--- config.mk ---
export PLATFORM = sky130hd
export DESIGN_NAME = dsm5_shaper
export DESIGN_NICKNAME = d
export VERILOG_FILES = /design/src/rtl/dsm5_pkg.sv /design/src/rtl/dsm5_ctrl.sv /design/src/rtl/dsm5_integ.sv /design/src/rtl/dsm5_quant.sv /design/src/rtl/dsm5_shaper.sv
export SDC_FILE = /design/constraint.sdc
export NUM_CORES = 1
export LEC_CHECK = 0
export BUFFER_PORTS_ARGS = -buffer_cell sky130_fd_sc_hd__clkbuf_2
export CAP_MARGIN = 30
export CORE_MARGIN = 4
export CORE_UTILIZATION = 60
export CTS_CLUSTER_DIAMETER = 30
export CTS_CLUSTER_SIZE = 8
export DETAILED_ROUTE_END_ITERATION = 12
export PLACE_DENSITY = 0.77
export SYNTH_ARGS = -nofsm -noshare
export SYNTH_HDL_FRONTEND = slang
export SYNTH_SLANG_ARGS = --single-unit
--- constraint.sdc ---
create_clock -name clk_i -period 12.3 [get_ports clk_i]
set_clock_uncertainty 0.15 [all_clocks]
set_input_delay 0.615 -clock clk_i [delete_from_list [all_inputs] [get_ports clk_i]]
set_output_delay 0.615 -clock clk_i [all_outputs]
set_load 0.02 [all_outputs]
--- src/rtl/dsm5_pkg.sv ---
package dsm5_pkg;

    typedef logic [2:0] code_t;

    localparam code_t CODE_MID = 3'd2;
    localparam code_t CODE_TOP = 3'd4;

    typedef enum logic [1:0] {
        ST_HALT = 2'd0,
        ST_ARM  = 2'd1,
        ST_RUN  = 2'd2
    } mod_state_t;

    // Signed level -2..+2 for code 0..4 (3-bit wrap gives the right result)
    function automatic logic signed [2:0] level_of(input code_t c);
        return $signed(c) - 3'sd2;
    endfunction

endpackage

--- src/rtl/dsm5_ctrl.sv ---
module dsm5_ctrl
    import dsm5_pkg::*;
(
    input  logic clk_i,
    input  logic rst_i,
    input  logic mute_i,
    input  logic strobe_i,
    output logic run_o
);

    mod_state_t state_q;
    mod_state_t state_d;

    always_ff @(posedge clk_i) begin
        if (rst_i) begin
            state_q <= ST_HALT;
        end else begin
            state_q <= state_d;
        end
    end

    always_comb begin
        state_d = state_q;
        unique case (state_q)
            ST_HALT: begin
                if (!mute_i) state_d = ST_ARM;
            end
            ST_ARM: begin
                if (mute_i)        state_d = ST_HALT;
                else if (strobe_i) state_d = ST_RUN;
            end
            ST_RUN: begin
                if (mute_i) state_d = ST_HALT;
            end
            default: state_d = ST_HALT;
        endcase
    end

    always_comb begin
        run_o = (state_q == ST_RUN);
    end

endmodule

--- src/rtl/dsm5_integ.sv ---
module dsm5_integ #(
    parameter int AW = 25,
    parameter int DW = 26
) (
    input  logic                 clk_i,
    input  logic                 clr_i,
    input  logic                 en_i,
    input  logic signed [DW-1:0] d_i,
    output logic signed [AW-1:0] acc_o
);

    localparam int SW = DW + 1;
    localparam logic signed [SW-1:0] HI = SW'({1'b0, {(AW-1){1'b1}}});
    localparam logic signed [SW-1:0] LO = -HI - SW'(1);

    logic signed [AW-1:0] acc_q;
    logic signed [SW-1:0] sum_w;
    logic signed [AW-1:0] nxt_w;

    assign sum_w = SW'(acc_q) + SW'(d_i);

    // Clamp to the accumulator range instead of wrapping
    always_comb begin
        if (sum_w > HI)      nxt_w = HI[AW-1:0];
        else if (sum_w < LO) nxt_w = LO[AW-1:0];
        else                 nxt_w = sum_w[AW-1:0];
    end

    always_ff @(posedge clk_i) begin
        if (clr_i) begin
            acc_q <= '0;
        end else if (en_i) begin
            acc_q <= nxt_w;
        end
    end

    assign acc_o = acc_q;

endmodule

--- src/rtl/dsm5_quant.sv ---
module dsm5_quant
    import dsm5_pkg::*;
#(
    parameter int AW  = 25,
    parameter int QSH = 19
) (
    input  logic signed [AW-1:0] acc_i,
    output code_t                code_o
);

    localparam longint HALF = longint'(1) << (QSH - 1);
    localparam logic signed [AW-1:0] T_P3 = AW'(3 * HALF);
    localparam logic signed [AW-1:0] T_P1 = AW'(HALF);
    localparam logic signed [AW-1:0] T_N1 = AW'(-HALF);
    localparam logic signed [AW-1:0] T_N3 = AW'(-3 * HALF);

    // Nearest of five levels spaced 2*HALF apart; ties round upward
    always_comb begin
        if (acc_i >= T_P3)      code_o = 3'd4;
        else if (acc_i >= T_P1) code_o = 3'd3;
        else if (acc_i >= T_N1) code_o = 3'd2;
        else if (acc_i >= T_N3) code_o = 3'd1;
        else                    code_o = 3'd0;
    end

endmodule

--- src/rtl/dsm5_shaper.sv ---
module dsm5_shaper
    import dsm5_pkg::*;
#(
    parameter int IN_W  = 21,
    parameter int GUARD = 4
) (
    input  logic                   clk_i,
    input  logic                   rst_i,
    input  logic                   ce_i,
    input  logic                   strobe_i,
    input  logic signed [IN_W-1:0] sample_i,
    input  logic                   mute_i,
    output logic [2:0]             code_o
);

    localparam int ACC_W = IN_W + GUARD;
    localparam int DW    = ACC_W + 1;
    localparam int QSH   = IN_W - 2;
    localparam int NST   = 3;
    localparam int A1_SH = 3;

    logic signed [IN_W-1:0] samp_q;
    logic                   run_w;
    logic                   clr_w;
    logic                   step_w;
    code_t                  qcode_w;
    logic signed [2:0]      lvl_w;
    logic signed [DW-1:0]   fb_w;
    logic signed [DW-1:0]   u_w;
    logic signed [ACC_W-1:0] st [NST];
    logic signed [DW-1:0]    din [NST];

    always_ff @(posedge clk_i) begin
        if (rst_i) begin
            samp_q <= '0;
        end else if (strobe_i) begin
            samp_q <= sample_i;
        end
    end

    dsm5_ctrl u_ctrl (
        .clk_i    (clk_i),
        .rst_i    (rst_i),
        .mute_i   (mute_i),
        .strobe_i (strobe_i),
        .run_o    (run_w)
    );

    assign clr_w  = rst_i | mute_i | ~run_w;
    assign step_w = ce_i & run_w;

    assign lvl_w = level_of(qcode_w);
    assign fb_w  = DW'(lvl_w) <<< QSH;
    assign u_w   = DW'(samp_q);

    // Loop coefficients 1/8, 3/4, 3/2: all three loop poles at z = 0.5
    assign din[0] = (u_w - fb_w) >>> A1_SH;
    assign din[1] = DW'(st[0]) - ((fb_w >>> 1) + (fb_w >>> 2));
    assign din[2] = DW'(st[1]) - (fb_w + (fb_w >>> 1));

    for (genvar g = 0; g < NST; g++) begin : g_stage
        dsm5_integ #(
            .AW (ACC_W),
            .DW (DW)
        ) u_int (
            .clk_i (clk_i),
            .clr_i (clr_w),
            .en_i  (step_w),
            .d_i   (din[g]),
            .acc_o (st[g])
        );
    end

    dsm5_quant #(
        .AW  (ACC_W),
        .QSH (QSH)
    ) u_quant (
        .acc_i  (st[NST-1]),
        .code_o (qcode_w)
    );

    assign code_o = run_w ? qcode_w : CODE_MID;

endmodule

=== Word level (Yosys, flattened, before mapping) ===
Index checks and enable logic that the tools add are counted.

* Bits in registers: 98
* Output and inout bits: 3
* Logic and storage cells: 51

* Add/subtract/negate cells: 9
* Eq/ne operators: 5
* $lt $le $gt $ge: 10
* Bitwise operators: 4
* Multiplexer cells: 16
* Reduce and logical (&&, ||, !) cells: 2

{| class="wikitable"
|+ Operator list
! cell !! number
|-
| 25-bit two-way mux || 6
|-
| 27-bit by 25-bit > comparator with 1-bit output, second input constant || 3
|-
| 27-bit by 25-bit less-than comparator with 1-bit output, second input constant || 3
|-
| 25-bit by 26-bit adder with 27-bit output || 2
|-
| 25-bit by 21-bit >= comparator with 1-bit output, second input constant || 2
|-
| 25-bit by 20-bit adder with 26-bit output || 1
|-
| 25-bit by 22-bit subtractor with 26-bit output || 1
|-
| 25-bit by 23-bit subtractor with 26-bit output || 1
|-
| 25-bit by 19-bit >= comparator with 1-bit output, second input constant || 1
|-
| 25-bit by 20-bit >= comparator with 1-bit output, second input constant || 1
|-
| 22-bit by 21-bit adder with 23-bit output || 1
|-
| 21-bit by 22-bit subtractor with 23-bit output || 1
|-
| 21-bit by 20-bit adder with 22-bit output || 1
|-
| 3-bit two-way mux || 4
|-
| 2-bit two-way mux || 4
|-
| 2-bit one-hot mux with 3 select lines || 1
|-
| 2-bit != test, second input constant || 2
|-
| 3-bit != test, second input constant || 1
|-
| 3-bit AND reduction || 1
|-
| 3-bit subtractor, second input constant || 1
|-
| 2-bit by 1-bit equality test with 1-bit output, second input constant || 1
|-
| 2-bit equality test, second input constant || 1
|-
| 2-bit zero test || 1
|-
| 1-bit OR || 2
|-
| other kinds (3) || 3
|}

=== Longest topological paths before layout ===
Gate-level depths: netlist of the first run.

* Word-level depth: 12
* Mapped depth: 20
* Depth with buffers taken out: 18

=== Modules after synthesis ===
Synthesis of the first run repeated with hierarchy kept, for this count alone.

* Cell total of the unflattened synthesis: 1,309
* Area, all modules: 9,853.2 um^2

{| class="wikitable"
|+ Modules (own cells, without submodules)
! module !! instances !! area each (um^2) !! cells an instance
|-
| dsm5_integ at g_stage[1].u_int ... || 2 || 2,810.2 || 397
|-
| dsm5_integ at g_stage[0].u_int || 1 || 2,488.6 || 299
|-
| dsm5_shaper || 1 || 1,587.8 || 199
|-
| dsm5_ctrl || 1 || 83.8 || 7
|-
| dsm5_quant || 1 || 72.6 || 10
|}

=== Least setup slack after synthesis of the first run ===
No wires, ideal clock.

* Path kind: register to register
* Start: register g_stage[2].u_int.acc_q[23]
* End: register g_stage[2].u_int.acc_q[3]
* Cell stages (with the launch flop): 20
* Clock period less this slack: 5,039 ps
* Arrival time: 4,760 ps
* Setup time: 128 ps
* Data required time: 12,022 ps
* Setup slack: 7,261 ps
* Path buffers: 1
* Cell sequence: dfxtp_1 > nand4_1 > o21ai_0 > nand2_1 > inv_1 > fa_1 > inv_1 > fa_1 > inv_1 > ha_1 > a21o_1 > a21o_1 > a21o_1 > a21o_1 > a211o_1 > o211ai_1 > nand2_1 > a21oi_1 > buf_2 > o22ai_1

* Word-level cells in the longest chain between the ends: 12
* Elaborated cells between the ends (all ways): 16
* Those cells by class: add/sub (4); order compare (6); mux (6)

{| class="wikitable"
|+ RTL lines
! what !! RTL line !! source
|-
| from (decl) || dsm5_integ.sv:16 || <nowiki>logic signed [AW-1:0] acc_q;</nowiki>
|-
| from (signal assigned) || dsm5_integ.sv:33 || <nowiki>acc_q <= nxt_w;</nowiki>
|-
| 25-bit by 21-bit >= comparator with 1-bit output || dsm5_quant.sv:22 || <nowiki>else if (acc_i >= T_N3) code_o = 3'd1;</nowiki>
|-
| 1-bit two-way mux || dsm5_quant.sv:22 ||
|-
| 3-bit two-way mux || dsm5_quant.sv:21 || <nowiki>else if (acc_i >= T_N1) code_o = 3'd2;</nowiki>
|-
| 3-bit two-way mux || dsm5_quant.sv:20 || <nowiki>else if (acc_i >= T_P1) code_o = 3'd3;</nowiki>
|-
| 3-bit two-way mux || dsm5_quant.sv:19 || <nowiki>if (acc_i >= T_P3) code_o = 3'd4;</nowiki>
|-
| 3-bit subtractor || dsm5_pkg.sv:16 || <nowiki>return $signed(c) - 3'sd2;</nowiki>
|-
| 22-bit by 21-bit adder with 23-bit output || dsm5_shaper.sv:59 || <nowiki>assign din[2] = DW'(st[1]) - (fb_w + (fb_w >>> 1));</nowiki>
|-
| 25-bit by 23-bit subtractor with 26-bit output || dsm5_shaper.sv:59 ||
|-
| 25-bit by 26-bit adder with 27-bit output (*) || dsm5_integ.sv:20 || <nowiki>assign sum_w = SW'(acc_q) + SW'(d_i);</nowiki>
|-
| 27-bit by 25-bit less-than comparator with 1-bit output || dsm5_integ.sv:25 || <nowiki>else if (sum_w < LO) nxt_w = LO[AW-1:0];</nowiki>
|-
| 25-bit two-way mux || dsm5_integ.sv:25 ||
|-
| 25-bit two-way mux (*) || dsm5_integ.sv:24 || <nowiki>if (sum_w > HI) nxt_w = HI[AW-1:0];</nowiki>
|}

Every way passes the cells marked *; elsewhere a longest branch is shown, timed or not.
A chain may end at the register's enable or synchronous reset.

=== Worst setup path after layout of the first run ===
* Start: register g_stage[2].u_int.acc_q[18]
* End: register g_stage[2].u_int.acc_q[23]

Same word-level chain as after synthesis.

==> impl_metrics.xml, run 1 <==
<?xml version="1.0" encoding="UTF-8"?>
<metrics>
  <group name="outcome">
    <metric name="result_of_the_run" unit="">finished clean</metric>
  </group>
  <group name="drt">
    <metric name="number_of_iterations_in_the_first_detailed_routing_pass" unit="">5</metric>
    <metric name="met2_wirelength" unit="um">9821</metric>
    <metric name="number_of_violations_reported_at_the_end_of_detailed_routing_iteration_0" unit="">531</metric>
    <metric name="postRouteAntennaNets" unit="">0</metric>
    <metric name="routed.top_layer" unit="">met4</metric>
    <metric name="drcViolationCount" unit="">0</metric>
    <metric name="routedLengthMet1" unit="um">9494</metric>
    <metric name="met3_length" unit="um">763</metric>
    <metric name="postRouteWirelength" unit="um">20330</metric>
    <metric name="via_cell_ratio" unit="">5.876</metric>
    <metric name="total_number_of_vias" unit="">7950</metric>
    <metric name="drt-wirelength-per-cell" unit="um">15.02</metric>
  </group>
  <group name="critical_path">
    <metric name="critPathCapture" unit="">g_stage[2].u_int.acc_o[23]</metric>
    <metric name="timing.critical_path.to_type" unit="">register</metric>
    <metric name="setup.worst_path.start" unit="">g_stage[2].u_int.acc_o[18]</metric>
    <metric name="cp-start-kind" unit="">register</metric>
    <metric name="worstSetupPathType" unit="">register to register</metric>
    <metric name="ff2ff_setup_slack" unit="ns">7.07</metric>
    <metric name="crit_arrival" unit="ns">5.31</metric>
    <metric name="worst-path-max-fanout" unit="">16</metric>
    <metric name="reg2reg_to" unit="">g_stage[2].u_int.acc_o[23]</metric>
    <metric name="worstPathRequired" unit="ns">12.38</metric>
    <metric name="timing.reg2reg.worst_path_depth" unit="">19</metric>
    <metric name="rr_startpoint" unit="">g_stage[2].u_int.acc_o[18]</metric>
  </group>
  <group name="clock_network">
    <metric name="clock_insertion_delay_worst_skew" unit="ns">0.35</metric>
    <metric name="number_of_cts_inserted_buffers" unit="">9</metric>
    <metric name="cts.sinks" unit="">95</metric>
    <metric name="max-clock-path-buffers" unit="">2</metric>
    <metric name="post_cts_hold_buffer_count" unit="">0</metric>
    <metric name="cts_max_level" unit="">3</metric>
    <metric name="clock-root-buffer" unit="">clkbuf_16</metric>
    <metric name="cts.repair.resized" unit="">0</metric>
    <metric name="cts.clk_slew.worst_paths" unit="ns">0.07</metric>
    <metric name="cts_setup_buffers" unit="">0</metric>
    <metric name="cts_tree" unit="">built</metric>
  </group>
  <group name="synthesis">
    <metric name="synth_area" unit="um^2">9029</metric>
    <metric name="netlist-cell-type-count" unit="">74</metric>
    <metric name="yosys_warnings" unit="">0</metric>
    <metric name="synthFlopType" unit="">dfxtp_1</metric>
    <metric name="synth-async-reset-ratio" unit="%">0</metric>
    <metric name="synth.largest_area_cell" unit="">dfxtp_1</metric>
    <metric name="syn-mean-instance-area" unit="um^2">7.804</metric>
    <metric name="ys_top_cells_by_area" unit="">dfxtp_1 21%, ha_1 16%, inv_1 7.6%</metric>
    <metric name="syn-num-nets" unit="">1317</metric>
    <metric name="sequential_fraction_of_the_synthesis_area" unit="%">21.06</metric>
    <metric name="post-synth-top-area-fraction" unit="%">21.06</metric>
    <metric name="number_of_storage_elements_in_the_synthesis_netlist" unit="">95</metric>
    <metric name="number_of_enable_flip_flop_cells_after_synthesis" unit="">0</metric>
    <metric name="synth_cells" unit="">1157</metric>
  </group>
  <group name="timing">
    <metric name="relSlewSlack" unit="%">48.36</metric>
    <metric name="final_setup_violating_endpoints" unit="">0</metric>
    <metric name="fmaxAchievable" unit="MHz">191.0</metric>
    <metric name="grt_setup_unrepaired" unit="">no</metric>
    <metric name="number_of_hold_violations_in_the_final_report" unit="">0</metric>
    <metric name="layout_min_cycle_time" unit="ns">5.235</metric>
    <metric name="finalCritPeriodShare" unit="%">42.56</metric>
    <metric name="worst-slew-pin-transition" unit="ns">0.7746</metric>
    <metric name="final.setup.tns" unit="ns">0</metric>
    <metric name="finalMaxSlewViolations" unit="">0</metric>
  </group>
  <group name="die">
    <metric name="start_util" unit="%">61.65</metric>
    <metric name="fp.coreArea" unit="um^2">14640</metric>
    <metric name="dieArea" unit="um^2">17070</metric>
    <metric name="fp-row-count" unit="">44</metric>
    <metric name="chipHeight" unit="um">130.7</metric>
    <metric name="die_w" unit="um">130.7</metric>
    <metric name="io_pins" unit="">29</metric>
  </group>
  <group name="min_path">
    <metric name="timing.hold.worst.class" unit="">input pin to register</metric>
  </group>
  <group name="power_and_ir_drop">
    <metric name="comb_power_share" unit="%">21.1</metric>
    <metric name="cellPowerDensity" unit="nW/um^2">88.12</metric>
    <metric name="clock_power_share" unit="%">41.9</metric>
    <metric name="cell_internal_pwr" unit="uW">610.5</metric>
    <metric name="cellLeakagePower" unit="uW">0.004591</metric>
    <metric name="seqPwrFrac" unit="%">37.1</metric>
    <metric name="switching_share" unit="%">28.24</metric>
    <metric name="power.switching" unit="uW">240.2</metric>
    <metric name="power.ir.vdd_worst" unit="mV">0.06924</metric>
  </group>
  <group name="global_routing">
    <metric name="grt_first_pass_wirelength" unit="um">35070</metric>
    <metric name="globalRoute.totalOverflow" unit="">0</metric>
    <metric name="antenna_violations_before_repair" unit="">0</metric>
    <metric name="grt_pass1_vias" unit="">7625</metric>
    <metric name="grt_usage" unit="%">24.84</metric>
    <metric name="grt_max_degree" unit="">77</metric>
  </group>
  <group name="final_layout">
    <metric name="final_nets" unit="">1324</metric>
    <metric name="final_layout_size_suffix_gt1_share" unit="%">8.041</metric>
    <metric name="areaGrowthSynthToFinish" unit="%">6.929</metric>
    <metric name="stdcell_area" unit="um^2">9654</metric>
    <metric name="num_antenna_cells" unit="">0</metric>
  </group>
  <group name="placed_design">
    <metric name="port_buffers" unit="">25</metric>
    <metric name="detailed_place.area" unit="um^2">9278</metric>
    <metric name="place.gp.congestion" unit="">0.9001</metric>
    <metric name="detailed_place_hpwl" unit="um">15320</metric>
  </group>
  <group name="run">
    <metric name="max_cap_viol" unit="">0</metric>
  </group>
</metrics>
## flip-flops by register name (all words and copies together) (netlist names)
signal	cells
g_stage.u_int.acc_o	75
samp_q	18
u_ctrl.state_q	2
## final cells by class
type	count	area (um^2)
Multi-Input combinational cell	843	6277
Timing Repair Buffer	33	185.2
Inverter	182	683.2
Fill cell	1274	4990
Clock inverter	6	137.6
Tap cell	184	230.2
Clock buffer	10	239.0
Sequential cell	95	1902
## synthesized netlist by cell type, drive strengths merged (4+ instances only)
cell and number:
fa 21, nor2 59, inv 182, mux2i 19
o21bai 9, nand4 6, nor2b 8, nand3 20
nand2b 22, o21a 8, a211oi 15, o211ai 9
a211o 6, clkbuf 31, and2 14, nor3 11
or3 5, nand3b 4, xor2 22, xnor2 37
o21ai 108, a21o 31, a21boi 6, a21oi 106
and3 12, dfxtp 95, nand2 82, a31oi 10
o22ai 26, ha 113, buf 6, o221a 8
## per-layer routing
layer / global-route usage, % / up-vias
li1: - / 4053
met2: 43.35 / 164
met3: 3.577 / 20
met4: 5.747 / 0
met1: 32.52 / 3713
met5: 0 / -
## metrics by stage
| step | setup WS, ns | cells | hold WS, ns | util (%) | total power [uW] |
|---|---|---|---|---|---|
| detailed placement | 7.098 | 1337 | 0.3106 | 63.35 | 499.2 |
| finish | 7.065 | 1353 | 0.3247 | 65.93 | 850.7 |
| global placement | 7.157 | 1337 | 0.3088 | 63.35 | 496.7 |
| floorplan | 7.261 | 1157 | 0.2769 | - | 461.0 |
| CTS | 7.063 | 1353 | 0.3162 | 65.93 | 856.0 |
| global route | 6.774 | 1353 | 0.3278 | 65.93 | 889.0 |
## power by group through the flow
stage	Sequential [uW]	Combinational, uW	Clock (uW)
6_report	315	179	356
3_5_place_dp	322	177	0
5_1_grt	316	199	374
4_1_cts	315	178	363
3_3_place_gp	322	174	0
2_1_floorplan	321	140	0
## cell families after synthesis
| group | Yosys count | share of synthesized area (%) |
|---|---|---|
| compound gates | 369 | 26.70 |
| simple gates | 260 | 14.33 |
| buf+inv | 219 | 9.507 |
| fa+ha+maj | 134 | 20.32 |
| flops | 95 | 21.06 |
| xor+xnor | 59 | 5.723 |
| mux | 21 | 2.356 |
## placed cells by master (no fill, tap or decap), drive strengths merged, types with 26 or more instances in the layout
cell type	instances
a21o	31
inv	184
o21ai	108
a21oi	106
dfxtp	95
nor2	59
clkbuf	35
ha	113
xnor2	37
o22ai	26
nand2	82
## worst min-delay path by stage
stage                                  from                 to  depth (start not counted)
after floorplan           u_ctrl.state_q[1]  u_ctrl.state_q[0]                          1
after global placement    u_ctrl.state_q[1]  u_ctrl.state_q[0]                          1
after detailed placement  u_ctrl.state_q[1]  u_ctrl.state_q[0]                          1
after CTS                            mute_i  u_ctrl.state_q[1]                          2
after global routing                 mute_i  u_ctrl.state_q[1]                          2
final                                mute_i  u_ctrl.state_q[1]                          2
## worst max-delay path, stage by stage (launching register included)
cell	delay (ns)
dfxtp_1	0.41
nand2_1	0.12
a41o_1	0.35
nand2_1	0.18
inv_1	0.14
fa_1	0.53
inv_1	0.06
fa_1	0.51
inv_1	0.05
ha_1	0.36
a21o_1	0.23
a21o_1	0.18
a21o_1	0.18
a21o_1	0.18
a211o_1	0.28
o211ai_1	0.12
nand2_1	0.09
a21oi_2	0.45
buf_4	0.41
o22ai_2	0.12
Note: power is estimated with default switching activity, not from simulation.
==> inputs of run 2 (changes only) <==
- clock period: 12.3 -> 5.1 ns (I/O delays scaled with it)
==> run 2 against run 1 <==
Sequential share of layout area shrank 0.31 points. Via count grew 1.4%. Die area is the same. Global-route usage shrank 0.24 points. Final area grew 1.6%. Maximum frequency grew 7.6%. Non-clock buffer count grew 17. Combinational power grew to 2.6 times the previous value. Clock power grew 93%. Total power grew 120%.
==> impl_metrics.xml, run 2 (synthesis gave the netlist of run 1 again) <==
<?xml version="1.0" encoding="UTF-8"?>
<metrics>
  <group name="power_and_ir_drop">
    <metric name="cellLeakagePower" unit="uW">0.004652</metric>
    <metric name="cellPowerDensity" unit="nW/um^2">194.2</metric>
    <metric name="clock_power_share" unit="%">36.0</metric>
    <metric name="seqPwrFrac" unit="%">39.9</metric>
    <metric name="switching_share" unit="%">30.37</metric>
    <metric name="cell_internal_pwr" unit="uW">1326</metric>
    <metric name="comb_power_share" unit="%">24.0</metric>
    <metric name="power.ir.vdd_worst" unit="mV">0.1574</metric>
    <metric name="power.switching" unit="uW">578.4</metric>
  </group>
  <group name="clock_network">
    <metric name="max-clock-path-buffers" unit="">2</metric>
    <metric name="cts_max_level" unit="">3</metric>
    <metric name="number_of_cts_inserted_buffers" unit="">9</metric>
    <metric name="cts.sinks" unit="">95</metric>
    <metric name="cts.clk_slew.worst_paths" unit="ns">0.07</metric>
    <metric name="clock_insertion_delay_worst_skew" unit="ns">0.35</metric>
    <metric name="cts_tree" unit="">built</metric>
    <metric name="clock-root-buffer" unit="">clkbuf_16</metric>
  </group>
  <group name="final_layout">
    <metric name="largest_register_ff_count" unit="">75</metric>
    <metric name="areaGrowthSynthToFinish" unit="%">8.634</metric>
    <metric name="area_of_combinational_cells_with_multiple_inputs" unit="um^2">6316</metric>
    <metric name="num_antenna_cells" unit="">0</metric>
    <metric name="final_util" unit="%">66.98</metric>
    <metric name="most_frequent_standard_cell_in_the_layout_excluding_fill_and_tap_cells" unit="">inv_1</metric>
    <metric name="ff_latch_area" unit="um^2">1902</metric>
    <metric name="final_layout_size_suffix_gt1_share" unit="%">8.249</metric>
    <metric name="final_nets" unit="">1343</metric>
    <metric name="commonest_cells_after_routing_fill_and_taps_aside" unit="">182 x inv_1, 113 x ha_1, 104 x o21ai_0, 104 x a21oi_1, 95 x dfxtp_1</metric>
    <metric name="finish.cell_count_without_fillers" unit="">1372</metric>
    <metric name="fillCellCount" unit="">1240</metric>
  </group>
  <group name="drt">
    <metric name="drcViolationCount" unit="">0</metric>
    <metric name="number_of_violations_reported_at_the_end_of_detailed_routing_iteration_0" unit="">497</metric>
    <metric name="drt-wirelength-per-cell" unit="um">15.35</metric>
    <metric name="postRouteAntennaNets" unit="">0</metric>
    <metric name="number_of_iterations_in_the_first_detailed_routing_pass" unit="">7</metric>
    <metric name="postRouteWirelength" unit="um">21070</metric>
    <metric name="total_number_of_vias" unit="">8065</metric>
    <metric name="via_cell_ratio" unit="">5.878</metric>
  </group>
  <group name="global_routing">
    <metric name="antenna_violations_before_repair" unit="">0</metric>
    <metric name="grt_pass1_vias" unit="">7401</metric>
    <metric name="globalRoute.totalOverflow" unit="">0</metric>
    <metric name="grt_max_degree" unit="">77</metric>
    <metric name="grt_usage" unit="%">24.60</metric>
    <metric name="grt_first_pass_wirelength" unit="um">34100</metric>
  </group>
  <group name="timing">
    <metric name="finalMaxSlewViolations" unit="">0</metric>
    <metric name="relSlewSlack" unit="%">50.87</metric>
    <metric name="layout_min_cycle_time" unit="ns">4.866</metric>
    <metric name="final.hold.worst_slack" unit="ns">0.007881</metric>
    <metric name="worst-slew-pin-transition" unit="ns">0.7369</metric>
    <metric name="final_setup_violating_endpoints" unit="">0</metric>
    <metric name="final.setup.tns" unit="ns">0</metric>
    <metric name="finalCritPeriodShare" unit="%">95.42</metric>
    <metric name="number_of_hold_violations_in_the_final_report" unit="">0</metric>
    <metric name="fmaxAchievable" unit="MHz">205.5</metric>
  </group>
  <group name="critical_path">
    <metric name="cp-start-kind" unit="">register</metric>
    <metric name="timing.critical_path.to_type" unit="">register</metric>
    <metric name="worstSetupPathType" unit="">register to register</metric>
    <metric name="crit_arrival" unit="ns">4.94</metric>
    <metric name="worstPathRequired" unit="ns">5.17</metric>
    <metric name="worst-path-max-fanout" unit="">11</metric>
  </group>
  <group name="die">
    <metric name="start_util" unit="%">61.65</metric>
    <metric name="io_pins" unit="">29</metric>
    <metric name="fp-row-count" unit="">44</metric>
    <metric name="fp.coreArea" unit="um^2">14640</metric>
    <metric name="dieArea" unit="um^2">17070</metric>
    <metric name="chipHeight" unit="um">130.7</metric>
    <metric name="die_w" unit="um">130.7</metric>
  </group>
  <group name="run">
    <metric name="max_cap_viol" unit="">0</metric>
  </group>
  <group name="placed_design">
    <metric name="port_buffers" unit="">25</metric>
    <metric name="placed_cells_incl_taps" unit="">1337</metric>
    <metric name="place.gp.congestion" unit="">0.8998</metric>
    <metric name="detailed_place_hpwl" unit="um">15660</metric>
  </group>
  <group name="min_path">
    <metric name="timing.hold.worst.class" unit="">input pin to register</metric>
  </group>
  <group name="outcome">
    <metric name="result_of_the_run" unit="">finished clean</metric>
  </group>
</metrics>
run 2: cell types whose count changed in the layout (fill, tap and decap cells not counted), sizes merged:
cell,before,now
inv,184,183
clkinvlp,0,3
nand3,20,22
bufinv,4,1
clkinv,0,1
buf,8,9
dlygate4sd3,0,16
run 2: final cells by class:
type	count	share of cell area, %
clock buffers	10	2.334
clock inverters	6	0.7144
inverters	182	6.965
multi-input cells	845	64.40
flip-flops and latches	95	19.39
well taps	184	2.347
repair buffers	50	3.853
run 2: power groups by stage:
stage / Combinational, uW / Clock (uW) / Sequential [uW]
2_1_floorplan: 337 / 0 / 775
3_3_place_gp: 431 / 0 / 778
3_5_place_dp: 436 / 0 / 778
4_1_cts: 449 / 705 / 760
5_1_grt: 501 / 737 / 761
6_report: 457 / 687 / 761
run 2: layer usage:
layer  up-vias  global-route usage (%)  wire length [um]
met5         -                       0                 0
met4         0                   8.167               517
met3        35                   3.821               751
met2       160                   42.63             10180
met1      3794                   31.26              9615
li1       4076                       -                 -
run 2: path summary, 6_finish.rpt:
check,start,end,slack (ns),cells after the start
min,sample_i[7],samp_q[7],0.008,3
min reg2reg,u_ctrl.state_q[1],u_ctrl.state_q[0],0.34,1
max reg2reg,g_stage[2].u_int.acc_o[19],g_stage[2].u_int.acc_o[21],0.23,19
max,g_stage[2].u_int.acc_o[19],g_stage[2].u_int.acc_o[21],0.23,19
run 2: through the flow:
stage | total power (uW) | setup WS [ns] | instance area (um^2)
6_report | 1905 | 0.2337 | 9808
5_1_grt | 1999 | -0.001942 | 9808
4_1_cts | 1914 | 0.07373 | 9749
3_5_place_dp | 1214 | 0.09033 | 9290
3_3_place_gp | 1208 | 0.1949 | 9290
2_1_floorplan | 1112 | 0.06130 | 9029
run 2: what timing repair did:
| item | in CTS | in global routing |
|---|---|---|
| hold buffers | 16 | 0 |
| endpoints found under the hold margin | 17 | 0 |
| setup endpoints to repair | 0 | 24 |
| gates resized for setup | 0 | 4 |
| setup buffers | 0 | 1 |
run 2: worst max-delay path, stage by stage (launching register included):
cell      delay (ns)
dfxtp_1         0.39
nand2_1         0.11
a41o_2          0.35
nand2_2         0.15
inv_1           0.13
fa_1            0.52
inv_1           0.05
fa_1            0.50
inv_1           0.04
ha_1            0.35
a21o_1          0.21
a21o_1          0.19
a21o_1          0.19
a21o_1          0.17
a211o_1         0.28
o211ai_1        0.12
nand3_1         0.35
nand3_4         0.23
buf_12          0.17
o22ai_2         0.09
==> inputs of run 3 (changes only) <==
- PLACE_DENSITY: 0.77 -> 0.82
==> run 3 against run 2 <==
First-iteration DRC count increased by 0.40%. Clock-buffer cell count unchanged. Critical endpoint unchanged. Total power increased by 3.5%. Setup slack improved by 0.046 ns. Clock power increased by 9.3%.
==> impl_metrics.xml, run 3 (synthesis gave the netlist of run 1 again) <==
<?xml version="1.0" encoding="UTF-8"?>
<metrics>
  <group name="global_routing">
    <metric name="grt_usage" unit="%">25.65</metric>
    <metric name="grt_max_degree" unit="">77</metric>
    <metric name="globalRoute.totalOverflow" unit="">0</metric>
    <metric name="grt_pass1_vias" unit="">7889</metric>
    <metric name="grt_first_pass_wirelength" unit="um">36000</metric>
    <metric name="antenna_violations_before_repair" unit="">0</metric>
  </group>
  <group name="clock_network">
    <metric name="cts_tree" unit="">built</metric>
    <metric name="cts.clk_slew.worst_paths" unit="ns">0.07</metric>
    <metric name="number_of_cts_inserted_buffers" unit="">9</metric>
    <metric name="clock-root-buffer" unit="">clkbuf_16</metric>
    <metric name="clock_insertion_delay_worst_skew" unit="ns">0.35</metric>
    <metric name="max-clock-path-buffers" unit="">2</metric>
    <metric name="cts_max_level" unit="">3</metric>
    <metric name="cts.sinks" unit="">95</metric>
  </group>
  <group name="timing">
    <metric name="final.setup.worst_slack" unit="ns">0.2798</metric>
    <metric name="final.setup.tns" unit="ns">0</metric>
    <metric name="grt_setup_unrepaired" unit="">no</metric>
    <metric name="finalMaxSlewViolations" unit="">0</metric>
    <metric name="finalCritPeriodShare" unit="%">94.51</metric>
    <metric name="relSlewSlack" unit="%">49.21</metric>
    <metric name="final_setup_violating_endpoints" unit="">0</metric>
    <metric name="layout_min_cycle_time" unit="ns">4.820</metric>
    <metric name="fmaxAchievable" unit="MHz">207.5</metric>
    <metric name="number_of_hold_violations_in_the_final_report" unit="">0</metric>
    <metric name="worst-slew-pin-transition" unit="ns">0.7523</metric>
  </group>
  <group name="drt">
    <metric name="drcViolationCount" unit="">0</metric>
    <metric name="via_cell_ratio" unit="">5.910</metric>
    <metric name="total_number_of_vias" unit="">8121</metric>
    <metric name="postRouteAntennaNets" unit="">0</metric>
    <metric name="drt-wirelength-per-cell" unit="um">15.40</metric>
    <metric name="number_of_iterations_in_the_first_detailed_routing_pass" unit="">5</metric>
    <metric name="postRouteWirelength" unit="um">21160</metric>
    <metric name="number_of_violations_reported_at_the_end_of_detailed_routing_iteration_0" unit="">499</metric>
  </group>
  <group name="die">
    <metric name="fp.coreArea" unit="um^2">14640</metric>
    <metric name="chipHeight" unit="um">130.7</metric>
    <metric name="start_util" unit="%">61.65</metric>
    <metric name="dieArea" unit="um^2">17070</metric>
    <metric name="die_w" unit="um">130.7</metric>
    <metric name="fp-row-count" unit="">44</metric>
    <metric name="io_pins" unit="">29</metric>
  </group>
  <group name="final_layout">
    <metric name="fillCellCount" unit="">1213</metric>
    <metric name="finish.cell_count_without_fillers" unit="">1374</metric>
    <metric name="final_layout_size_suffix_gt1_share" unit="%">8.403</metric>
    <metric name="num_antenna_cells" unit="">0</metric>
    <metric name="stdcell_area" unit="um^2">9849</metric>
    <metric name="largest_register_ff_count" unit="">75</metric>
    <metric name="final_nets" unit="">1345</metric>
    <metric name="areaGrowthSynthToFinish" unit="%">9.091</metric>
    <metric name="most_frequent_standard_cell_in_the_layout_excluding_fill_and_tap_cells" unit="">inv_1</metric>
    <metric name="commonest_cells_after_routing_fill_and_taps_aside" unit="">182 x inv_1, 113 x ha_1, 104 x o21ai_0</metric>
  </group>
  <group name="critical_path">
    <metric name="worst-path-max-fanout" unit="">12</metric>
    <metric name="worstPathRequired" unit="ns">5.18</metric>
    <metric name="critPathSlowestCell" unit="">or4_4</metric>
    <metric name="path_cells" unit="">nand2_1 -&gt; a41o_1 -&gt; nand2_2 -&gt; inv_1 -&gt; fa_1 -&gt; inv_1 -&gt; fa_1 -&gt; inv_1 -&gt; ha_1 -&gt; and2_1 -&gt; nand3_1 -&gt; a211o_1 -&gt; o211ai_1 -&gt; a21oi_2 -&gt; xnor2_1 -&gt; or4_4 -&gt; nand3_4 -&gt; buf_12 -&gt; o22ai_2</metric>
    <metric name="worstSetupPathType" unit="">register to register</metric>
    <metric name="timing.critical_path.mode_cell" unit="">inv_1</metric>
    <metric name="timing.critical_path.to_type" unit="">register</metric>
    <metric name="cpLargestDelayFamily" unit="">adder cells</metric>
    <metric name="cp-start-kind" unit="">register</metric>
    <metric name="critPathBufInv" unit="">4</metric>
    <metric name="cp_slowest_stage_delay" unit="ns">0.56</metric>
    <metric name="crit_arrival" unit="ns">4.90</metric>
  </group>
  <group name="run">
    <metric name="max_cap_viol" unit="">0</metric>
  </group>
  <group name="placed_design">
    <metric name="placed_cells_incl_taps" unit="">1338</metric>
    <metric name="detailed_place_hpwl" unit="um">15410</metric>
    <metric name="place.gp.congestion" unit="">0.9083</metric>
    <metric name="detailed_place.area" unit="um^2">9298</metric>
    <metric name="port_buffers" unit="">25</metric>
    <metric name="placement.setup.worst_slack" unit="ns">0.07177</metric>
  </group>
  <group name="outcome">
    <metric name="result_of_the_run" unit="">finished clean</metric>
  </group>
  <group name="power_and_ir_drop">
    <metric name="power.ir.vdd_worst" unit="mV">0.1837</metric>
    <metric name="cellLeakagePower" unit="uW">0.004664</metric>
    <metric name="cellPowerDensity" unit="nW/um^2">200.0</metric>
  </group>
  <group name="min_path">
    <metric name="timing.hold.worst.class" unit="">input pin to register</metric>
  </group>
</metrics>
==> run 3: cell types whose count changed in the layout (fill, tap and decap cells not counted) <==
cell / delta
buf_4: +2
a21oi_1: -1
a21oi_2: +1
a41o_1: +1
a41o_2: -1
bufinv_16: +1
clkbuf_1: -1
clkbuf_8: +1
clkinv_4: -1
dlygate4sd3_1: +1
nand3_4: -1
==> run 3: metal layers <==
layer  wire length (um)  track usage (%)  vias up
met3                997            4.187       34
met2              10180            45.24      203
met5                  0                0        -
li1                   -                -     4082
met4                413            6.292        0
met1               9562            32.74     3802
==> run 3: area by class of cell <==
type	count	area (um^2)	share of cell area (%)
multi-input cells	844	6301	63.97
flip-flops and latches	95	1902	19.31
inverters	182	683.2	6.936
repair buffers	53	402.9	4.090
clock buffers	10	239.0	2.426
well taps	184	230.2	2.337
clock inverters	6	91.34	0.9273
==> run 3: path summary, 6_finish.rpt <==
check | start | to | slack (ns) | depth (start not counted)
worst max register to register | g_stage[2].u_int.acc_o[19] | g_stage[2].u_int.acc_o[21] | 0.28 | 19
worst min-delay path | sample_i[13] | samp_q[13] | 0.009 | 3
worst max-delay path | g_stage[2].u_int.acc_o[19] | g_stage[2].u_int.acc_o[21] | 0.28 | 19
worst min register to register | u_ctrl.state_q[1] | u_ctrl.state_q[0] | 0.34 | 1
==> run 3: worst min-delay path, cell delays in order <==
cell and delay [ns]:
clkbuf_2 0.08, mux2i_1 0.05, nor2_1 0.09
==> run 3: what timing repair did <==
action                                  in CTS  in global routing
gates resized for setup                      0                  3
endpoints found under the hold margin       18                  0
endpoints found under the setup margin       0                 37
setup buffers                                0                  2
hold buffers                                17                  0
==> run 3: power breakdown <==
group / internal (uW) / leakage (uW) / switching, uW / total, uW
sequential: 753 / 0.000769 / 8.30 / 761
clock: 445 / 0.000151 / 307 / 751
combinational: 191 / 0.00374 / 267 / 458
total: 1390 / 0.00466 / 582 / 1970
==> run 3: per-stage QoR <==
stage	hold slack [ns]	utilization [%]	power (uW)
floorplan	0.1835	-	1112
global placement	0.3034	63.49	1207
detailed placement	0.3228	63.49	1214
CTS	0.01203	66.91	1973
global route	0.02871	67.26	2062
finish	0.008567	67.26	1970
